### src/rtl/irq_pkg.sv
package irq_pkg;
  typedef enum logic [1:0] {
    TRIG_RISE = 2'd0,
    TRIG_FALL = 2'd1,
    TRIG_ANY  = 2'd2,
    TRIG_LOW  = 2'd3
  } trig_mode_e;
endpackage

### src/rtl/irq_trig_det.sv
module irq_trig_det
  import irq_pkg::*;
#(
  parameter int N_SRC = 8
) (
  input  logic               clk_i,
  input  logic               rst_ni,
  input  logic [N_SRC-1:0]   pin_i,
  input  logic [2*N_SRC-1:0] mode_i,
  output logic [N_SRC-1:0]   hit_o,
  output logic [N_SRC-1:0]   lvl_mode_o,
  output logic [N_SRC-1:0]   lvl_req_o
);
  logic [N_SRC-1:0] prev_q;
  logic             vld_q;

  always_ff @(posedge clk_i or negedge rst_ni) begin
    if (!rst_ni) begin
      prev_q <= '0;
      vld_q  <= 1'b0;
    end else begin
      prev_q <= pin_i;
      vld_q  <= 1'b1;
    end
  end

  for (genvar g = 0; g < N_SRC; g++) begin : g_pin
    trig_mode_e m;
    assign m = trig_mode_e'(mode_i[2*g +: 2]);
    always_comb begin
      unique case (m)
        TRIG_RISE: hit_o[g] = vld_q & pin_i[g] & ~prev_q[g];
        TRIG_FALL: hit_o[g] = vld_q & ~pin_i[g] & prev_q[g];
        TRIG_ANY:  hit_o[g] = vld_q & (pin_i[g] ^ prev_q[g]);
        default:   hit_o[g] = 1'b0;
      endcase
    end
    assign lvl_mode_o[g] = (m == TRIG_LOW);
    assign lvl_req_o[g]  = lvl_mode_o[g] & ~pin_i[g];
  end
endmodule

### src/rtl/irq_flag_bank.sv
module irq_flag_bank #(
  parameter int N_SRC = 8
) (
  input  logic             clk_i,
  input  logic             rst_ni,
  input  logic [N_SRC-1:0] hit_i,
  input  logic [N_SRC-1:0] lvl_mode_i,
  input  logic [N_SRC-1:0] take_oh_i,
  input  logic [N_SRC-1:0] sw_clr_i,
  output logic [N_SRC-1:0] flags_o
);
  logic [N_SRC-1:0] flags_q, flags_d;

  // a fresh edge beats any clear in the same cycle
  assign flags_d = ((flags_q & ~take_oh_i & ~sw_clr_i) | hit_i) & ~lvl_mode_i;

  always_ff @(posedge clk_i or negedge rst_ni) begin
    if (!rst_ni) flags_q <= '0;
    else         flags_q <= flags_d;
  end

  assign flags_o = flags_q;
endmodule

### src/rtl/irq_pick.sv
module irq_pick #(
  parameter int N_SRC = 8,
  localparam int IDX_W = (N_SRC > 1) ? $clog2(N_SRC) : 1
) (
  input  logic [N_SRC-1:0] req_i,
  output logic             valid_o,
  output logic [IDX_W-1:0] idx_o,
  output logic [N_SRC-1:0] onehot_o
);
  always_comb begin
    valid_o = 1'b0;
    idx_o   = '0;
    for (int i = N_SRC - 1; i >= 0; i--) begin
      if (req_i[i]) begin
        valid_o = 1'b1;
        idx_o   = IDX_W'(i);
      end
    end
  end

  always_comb begin
    onehot_o = '0;
    if (valid_o) onehot_o[idx_o] = 1'b1;
  end
endmodule

### src/rtl/irq_front.sv
module irq_front #(
  parameter int N_SRC = 8,
  localparam int IDX_W = (N_SRC > 1) ? $clog2(N_SRC) : 1
) (
  input  logic               clk_i,
  input  logic               rst_ni,
  input  logic [N_SRC-1:0]   pin_i,
  input  logic [2*N_SRC-1:0] mode_i,
  input  logic               mask_we_i,
  input  logic [N_SRC-1:0]   mask_wdata_i,
  input  logic               flag_clr_we_i,
  input  logic [N_SRC-1:0]   flag_clr_data_i,
  input  logic               gie_set_i,
  input  logic               gie_clr_i,
  input  logic               take_i,
  input  logic               reti_i,
  output logic               irq_o,
  output logic [IDX_W-1:0]   irq_idx_o,
  output logic [N_SRC-1:0]   flags_o,
  output logic [N_SRC-1:0]   mask_o,
  output logic               gie_o
);
  logic [N_SRC-1:0] hit, lvl_mode, lvl_req, flags, pend, pick_oh, take_oh, sw_clr;
  logic [N_SRC-1:0] mask_q;
  logic             gie_q, pick_vld, take_ok;
  logic [IDX_W-1:0] pick_idx;

  irq_trig_det #(.N_SRC(N_SRC)) u_det (
    .clk_i, .rst_ni, .pin_i, .mode_i,
    .hit_o(hit), .lvl_mode_o(lvl_mode), .lvl_req_o(lvl_req)
  );

  assign sw_clr  = flag_clr_we_i ? flag_clr_data_i : '0;
  assign take_ok = take_i & irq_o;
  assign take_oh = take_ok ? pick_oh : '0;

  irq_flag_bank #(.N_SRC(N_SRC)) u_flags (
    .clk_i, .rst_ni, .hit_i(hit), .lvl_mode_i(lvl_mode),
    .take_oh_i(take_oh), .sw_clr_i(sw_clr), .flags_o(flags)
  );

  assign pend = (flags | lvl_req) & mask_q;

  irq_pick #(.N_SRC(N_SRC)) u_pick (
    .req_i(pend), .valid_o(pick_vld), .idx_o(pick_idx), .onehot_o(pick_oh)
  );

  always_ff @(posedge clk_i or negedge rst_ni) begin
    if (!rst_ni) begin
      mask_q <= '0;
      gie_q  <= 1'b0;
    end else begin
      if (mask_we_i) mask_q <= mask_wdata_i;
      if (take_ok)                 gie_q <= 1'b0;
      else if (gie_clr_i)          gie_q <= 1'b0;
      else if (gie_set_i | reti_i) gie_q <= 1'b1;
    end
  end

  assign irq_o     = gie_q & pick_vld;
  assign irq_idx_o = pick_idx;
  assign flags_o   = flags;
  assign mask_o    = mask_q;
  assign gie_o     = gie_q;
endmodule

### config.mk
export PLATFORM = sky130hd
export DESIGN_NAME = irq_front
export DESIGN_NICKNAME = d
export VERILOG_FILES = /design/src/rtl/irq_pkg.sv /design/src/rtl/irq_trig_det.sv /design/src/rtl/irq_flag_bank.sv /design/src/rtl/irq_pick.sv /design/src/rtl/irq_front.sv
export SDC_FILE = /design/constraint.sdc
export NUM_CORES = 1
export LEC_CHECK = 0
export ABC_CLOCK_PERIOD_IN_PS = 1680
export BUFFER_PORTS_ARGS = -buffer_cell sky130_fd_sc_hd__buf_2
export CORE_ASPECT_RATIO = 2
export CORE_MARGIN = 10
export CORE_UTILIZATION = 46
export DETAILED_ROUTE_END_ITERATION = 7
export GPL_ROUTABILITY_DRIVEN = 0
export PLACE_DENSITY_LB_ADDON = 0.12
export SLEW_MARGIN = 10
export SYNTH_ARGS = -nofsm -noshare
export SYNTH_HDL_FRONTEND = slang
export SYNTH_SLANG_ARGS = --single-unit
### constraint.sdc
create_clock -name clk_i -period 1.68 [get_ports clk_i]
set_input_delay 0.084 -clock clk_i [delete_from_list [all_inputs] [get_ports clk_i]]
set_output_delay 0.084 -clock clk_i [all_outputs]
set_load 0.01 [all_outputs]
# After elaboration in Yosys (flattened, before gate mapping)
# Index checks and enable logic that the tools add are counted.
# totals
reg_bits,26
input_bits,48
out_inout_bits,21
# op_classes
order_cmp,2
eq_ne,24
mux,32
bitwise_logic,84
n_reduce_logical,10
# ops
cell,count
$and A1 B1 Y1,50
$and A8 B8 Y8,4
$eq A2 B2 Y1 const B,16
$mux W3,8
$mux W8,3
$not A8 Y8,3
$pmux W1 S3,8
$eq A2 B1 Y1 const B,8
$logic_not A2 Y1,8
$not A1 Y1,16
$or A8 B8 Y8,2
$mux W1,12
$xor A1 B1 Y1,8
$lt A3 B4 Y1 const B,1
$demux W1 S3,1
$ge A3 B1 Y1 const B,1
$reduce_bool A3 Y1,1
$logic_and A1 B1 Y1,1
$or A1 B1 Y1,1

# Logic depth before layout (Yosys ltp)
# depth
ltp_word,23
depth_mapped,7

# Cells and area by module
# From an unflattened synthesis, not the netlist that was laid out.
# hier_totals
cells_unflattened,164
hier_area_um2,1635.3
# modules_own_cells
mod,instances,cells_per_inst,area_per_inst_um2
irq_trig_det,1,60,598.1
irq_front,1,47,551.8
irq_flag_bank,1,32,340.3
irq_pick,1,25,145.1

# Least setup slack after synthesis
# No wires, ideal clock.
# synth_path
path_type,register to register
from,"register u_flags.flags_q[0], in the netlist u_flags.flags_o[0]"
to,"register u_flags.flags_q[6], in the netlist u_flags.flags_o[6]"
setup_time_ns,0.124
arrival_time_ns,1.485
setup_slack_ns,0.071
stages_incl_launch_ff,6
period_less_slack_ns,1.609
path_cell_list,dfrtp_1 o21ai_4 nand4_2 or4b_1 o211ai_1 nand2_1
# synth_via
elab_chain_len,14
word_cells_on_any_way,18
cone_classes,order compare: 2; mux: 6; bitwise: 9; reduce/logical: 1
# synth_rtl
item,line,text
start: declaration,irq_flag_bank.sv:12,"logic [N_SRC-1:0] flags_q, flags_d;"
start signal: assignment,irq_flag_bank.sv:19,else flags_q <= flags_d;
$or A8 B8 Y8 *,irq_front.sv:42,assign pend = (flags | lvl_req) & mask_q;
$and A8 B8 Y8 *,irq_front.sv:42,
$mux W3,irq_pick.sv:14,if (req_i[i]) begin
$lt A3 B4 Y1 (implied by the code) or $ge A3 B1 Y1 (tied branches),irq_pick.sv:23,if (valid_o) onehot_o[idx_o] = 1'b1;
$logic_and A1 B1 Y1 (implied by the code),irq_pick.sv:23,
$mux W1 (implied by the code),irq_pick.sv:23,
$demux W1 S3,--,
$mux W8,irq_pick.sv:23,
$mux W8 *,irq_front.sv:35,assign take_oh = take_ok ? pick_oh : '0;
$not A8 Y8 *,irq_flag_bank.sv:15,assign flags_d = ((flags_q & ~take_oh_i & ~sw_clr_i) | hit_i) & ~lvl_mode_i;
$and A8 B8 Y8 * (2 in series),irq_flag_bank.sv:15,
$or A8 B8 Y8 *,irq_flag_bank.sv:15,
$and A8 B8 Y8 *,irq_flag_bank.sv:15,
net u_flags.flags_d[6],irq_flag_bank.sv:12,
# The timed path passes the listed nets; every way through them passes the cells marked *.
# A chain may end at the register's enable or synchronous reset.

# Worst setup path after layout
# layout_path
from,"register mask_q[0], in the netlist mask_o[0]"
to,output port irq_idx_o[0]
# layout_via
elab_chain_len,2
# layout_rtl
item,line,text
start: declaration,irq_front.sv:24,logic [N_SRC-1:0] mask_q;
start signal: assignment,irq_front.sv:53,if (mask_we_i) mask_q <= mask_wdata_i;
$and A8 B8 Y8,irq_front.sv:42,
$mux W3,irq_pick.sv:14,
end: declaration,irq_front.sv:18,"output logic [IDX_W-1:0] irq_idx_o,"
# No other way between the ends.

==> summary.md <==
| Metric | Value |
|---|---|
| Outcome | complete, but fails checks |
| Violated checks | setup timing |
| Crit. Startpoint | mask_o[0] |
| Clk_lat worst skew | about 0.28 ns |
| Critical Path AT | ~1.6 ns |
| Number of synthesized register bits | 26 |
| Routed via count | about 1,600 |
| Vias per cell | between 5 and 6 |
| Fmax | 0.5884 GHz |
| Worst Tran Pin Value | between 0.5 and 0.6 ns |
| Synth Flop Type | dfrtp_1 |
| CP max stage cell | dfrtp_1 |
| Clk slew on worst S/H paths | about 0.10 ns |
| Gr usage total | between 10% and 20% |
| Largest net degree at the start of global routing | 27 |
| CTS tree | done |
| Vias in the first global route | between 1,500 and 2,000 |
| P_leak | 1.056 nW |
| Final wirelength | about 5000 um |
| Die H | between 100 and 150 um |
| First-pass GRT wire length | ~8000 um |
| Syn Inst Count | about 150 |
| Critical path required time | 1.60 ns |
| Synthesized cell area | 1475 um^2 |
| Core Region | around 3100 um^2 |
| Tmin final | 1.699 ns |
| Final Cell Area | roughly 2100 um^2 |
| TritonRoute pass-1 iters | 4 |
| CTS Buffer Depth | 2 |
| Remaining Overflow, GRT | 0 |
| Most frequent cell after synthesis | dfrtp_1 |
| Crit. End Element | output port |
| Post-synthesis sequential area ratio | between 40 and 50% |
| Tcrit/Tclk final | 101.2% |
| Max Slew Vio Count | 0 |
| Synth top area cells | dfrtp_1 44%, mux2_1 6.1%, nand2_1 4.3% |
| Setup crit start kind | flop |
| Clock sinks | 26 |
| Synth unique cells | 39 |
| Ratio of cells with drive above 1 in the final layout | a little over two fifths |
| Initial antenna violation count | 0 |
| Residual DRC | 0 |
| Root Driver | clkbuf_8 |
| Skew final | between 0.009 and 0.01 ns |
| Crit path buffers/inverters | 5 |
| Die area | roughly 6000 um^2 |
| Pwr/cell area | 769.1 nW/um^2 |
| Final worst slack | -0.01946 ns |
| R2R Path Start | u_flags.flags_o[0] |
| Total CTS buffers | 3 |
| DR WL/cell | between 15 and 20 um |
| Synth top area share | approximately 44% |
| DP HPWL | 3893 um |
| Initial drt markers | 22 |
| Min-Delay Path Class | input pin to flop |
| Max Cap Viol | 0 |
| Final-report hold violation count | 0 |
| RSZ-0062 raised after global routing | true |
| I/O pin cnt | 69 |
| Syn nets | 193 |
| Fin nets | 287 |
| Final setup vio count | 2 |
| Top cells by count, synth | 26 x dfrtp_1, 17 x nand2_1, 8 x a21oi_1, 8 x mux2_1 |
| Syn. warnings | 0 |
| Fin util | roughly 69% |
| Worst Path Max Fanout | 5 |
| Post-route ant nets | 0 |
| CP cell instances | o21ai_4, buf_4, buf_4, a32oi_2, inv_2, buf_6, buf_6 |
| Row Count | 29 |
| Syn_area_per_cell | slightly above 10 um^2 |
| WS Path Type | flop to output port |
| Pwr Total | about 0.0016 W |
| CP max stage delay | roughly 0.42 ns |
| Placed Area | ~1900 um^2 |
| Ant diodes | 0 |
| Post-synth EDFFs | 0 |
| Post-synth top area cell | dfrtp_1 |
| Min-delay src | mask_wdata_i[4] |
| DIE WIDTH | 60.04 um |
| Relative slew slack | around 61% |
| Synthesis-to-finish area growth | 44.95% |
| Maximum vdd drop | roughly 0.61 mV |
| Port Buf Inserts | 68 |
| Initial Utilization | between 40% and 50% |
| Top cell family by delay on the critical path | buffers and inverters |
| Post-synth ARST share | 100.0% |
| Max H-tree Level | 1 |
==> cell usage in the layout, fill, tap and decap left out, drive strengths merged, types with 4 or more instances in the layout <==
master / n
dfrtp: 26
nand2b: 6
a22oi: 6
nor2: 4
dlygate4sd3: 10
mux2: 8
nor4bb: 4
o211ai: 4
buf: 81
a21oi: 8
nand2: 17
nand3b: 6
o21ai: 16
and3b: 7
==> flip-flops by register name (all words and copies together), names as in the netlist <==
signal / cells
gie_o: 1
mask_o: 8
u_det.prev_q: 8
u_det.vld_q: 1
u_flags.flags_o: 8
==> power breakdown <==
| part | internal, W | total [W] | switching (W) | leakage (nW) |
|---|---|---|---|---|
| clock | 0.000161 | 0.000363 | 0.000202 | 0.0216 |
| combinational | 0.000273 | 0.000544 | 0.000270 | 0.718 |
| sequential | 0.000679 | 0.000737 | 0.0000582 | 0.316 |
==> final cells by class <==
class	count	area [um^2]
timing repair buffer	91	548.0
sequential	26	650.6
clock buffer	3	41.29
tap	31	38.79
multi-input combinational	116	855.8
fill	262	982.2
inverter	1	3.754
==> through the flow <==
| step | hold WS [ns] | std cells | setup slack [ns] | TNS, ns |
|---|---|---|---|---|
| floorplan | -0.2116 | 145 | 0.07119 | 0 |
| global placement | 0.1137 | 251 | -0.007545 | -0.01011 |
| CTS | 0.01162 | 265 | 0.001935 | 0 |
| global route | 0.02200 | 268 | -0.09347 | -0.3815 |
| detailed placement | 0.1263 | 251 | -0.04132 | -0.08043 |
| finish | 0.01293 | 268 | -0.01946 | -0.02272 |
==> metal layers <==
layer / global-route usage (%) / vias up / wire length, um
met5: 0 / - / 0
met4: 7.986 / 0 / 173
met3: 4.298 / 19 / 332
met2: 30.73 / 53 / 2817
met1: 15.97 / 761 / 1677
li1: - / 736 / -
==> worst paths after layout <==
path                                      end  slack (ns)  cells past startpoint
max                              irq_idx_o[0]       -0.02                      7
min                                 mask_o[4]        0.01                      2
max reg2reg                u_flags.flags_o[7]        0.02                      5
min reg2reg                         mask_o[5]        0.54                      1
max in group asynchronous     u_det.prev_q[7]        0.96                      2
min in group asynchronous     u_det.prev_q[4]        0.33                      2
==> logic make-up after synthesis <==
group / Yosys count / share of synthesized area, %
and+or+nand+nor: 62 / 27.06
AOI/OAI and AO/OA: 44 / 21.12
DFF: 26 / 44.10
muxes: 8 / 6.107
buffers and inverters: 3 / 0.7633
xor gates and xnor gates: 1 / 0.5938
other: 1 / 0.2542
==> repair_timing <==
| action | in CTS | in global routing |
|---|---|---|
| gates resized for setup | 4 | 8 |
| buffers inserted | 1 | 3 |
| pin swaps | 1 | 12 |
| hold buffers | 10 | 0 |
| setup endpoints to repair | 4 | 6 |
| hold endpoints to repair | 35 | 0 |
No activity file was read; power rests on OpenSTA's default activity.
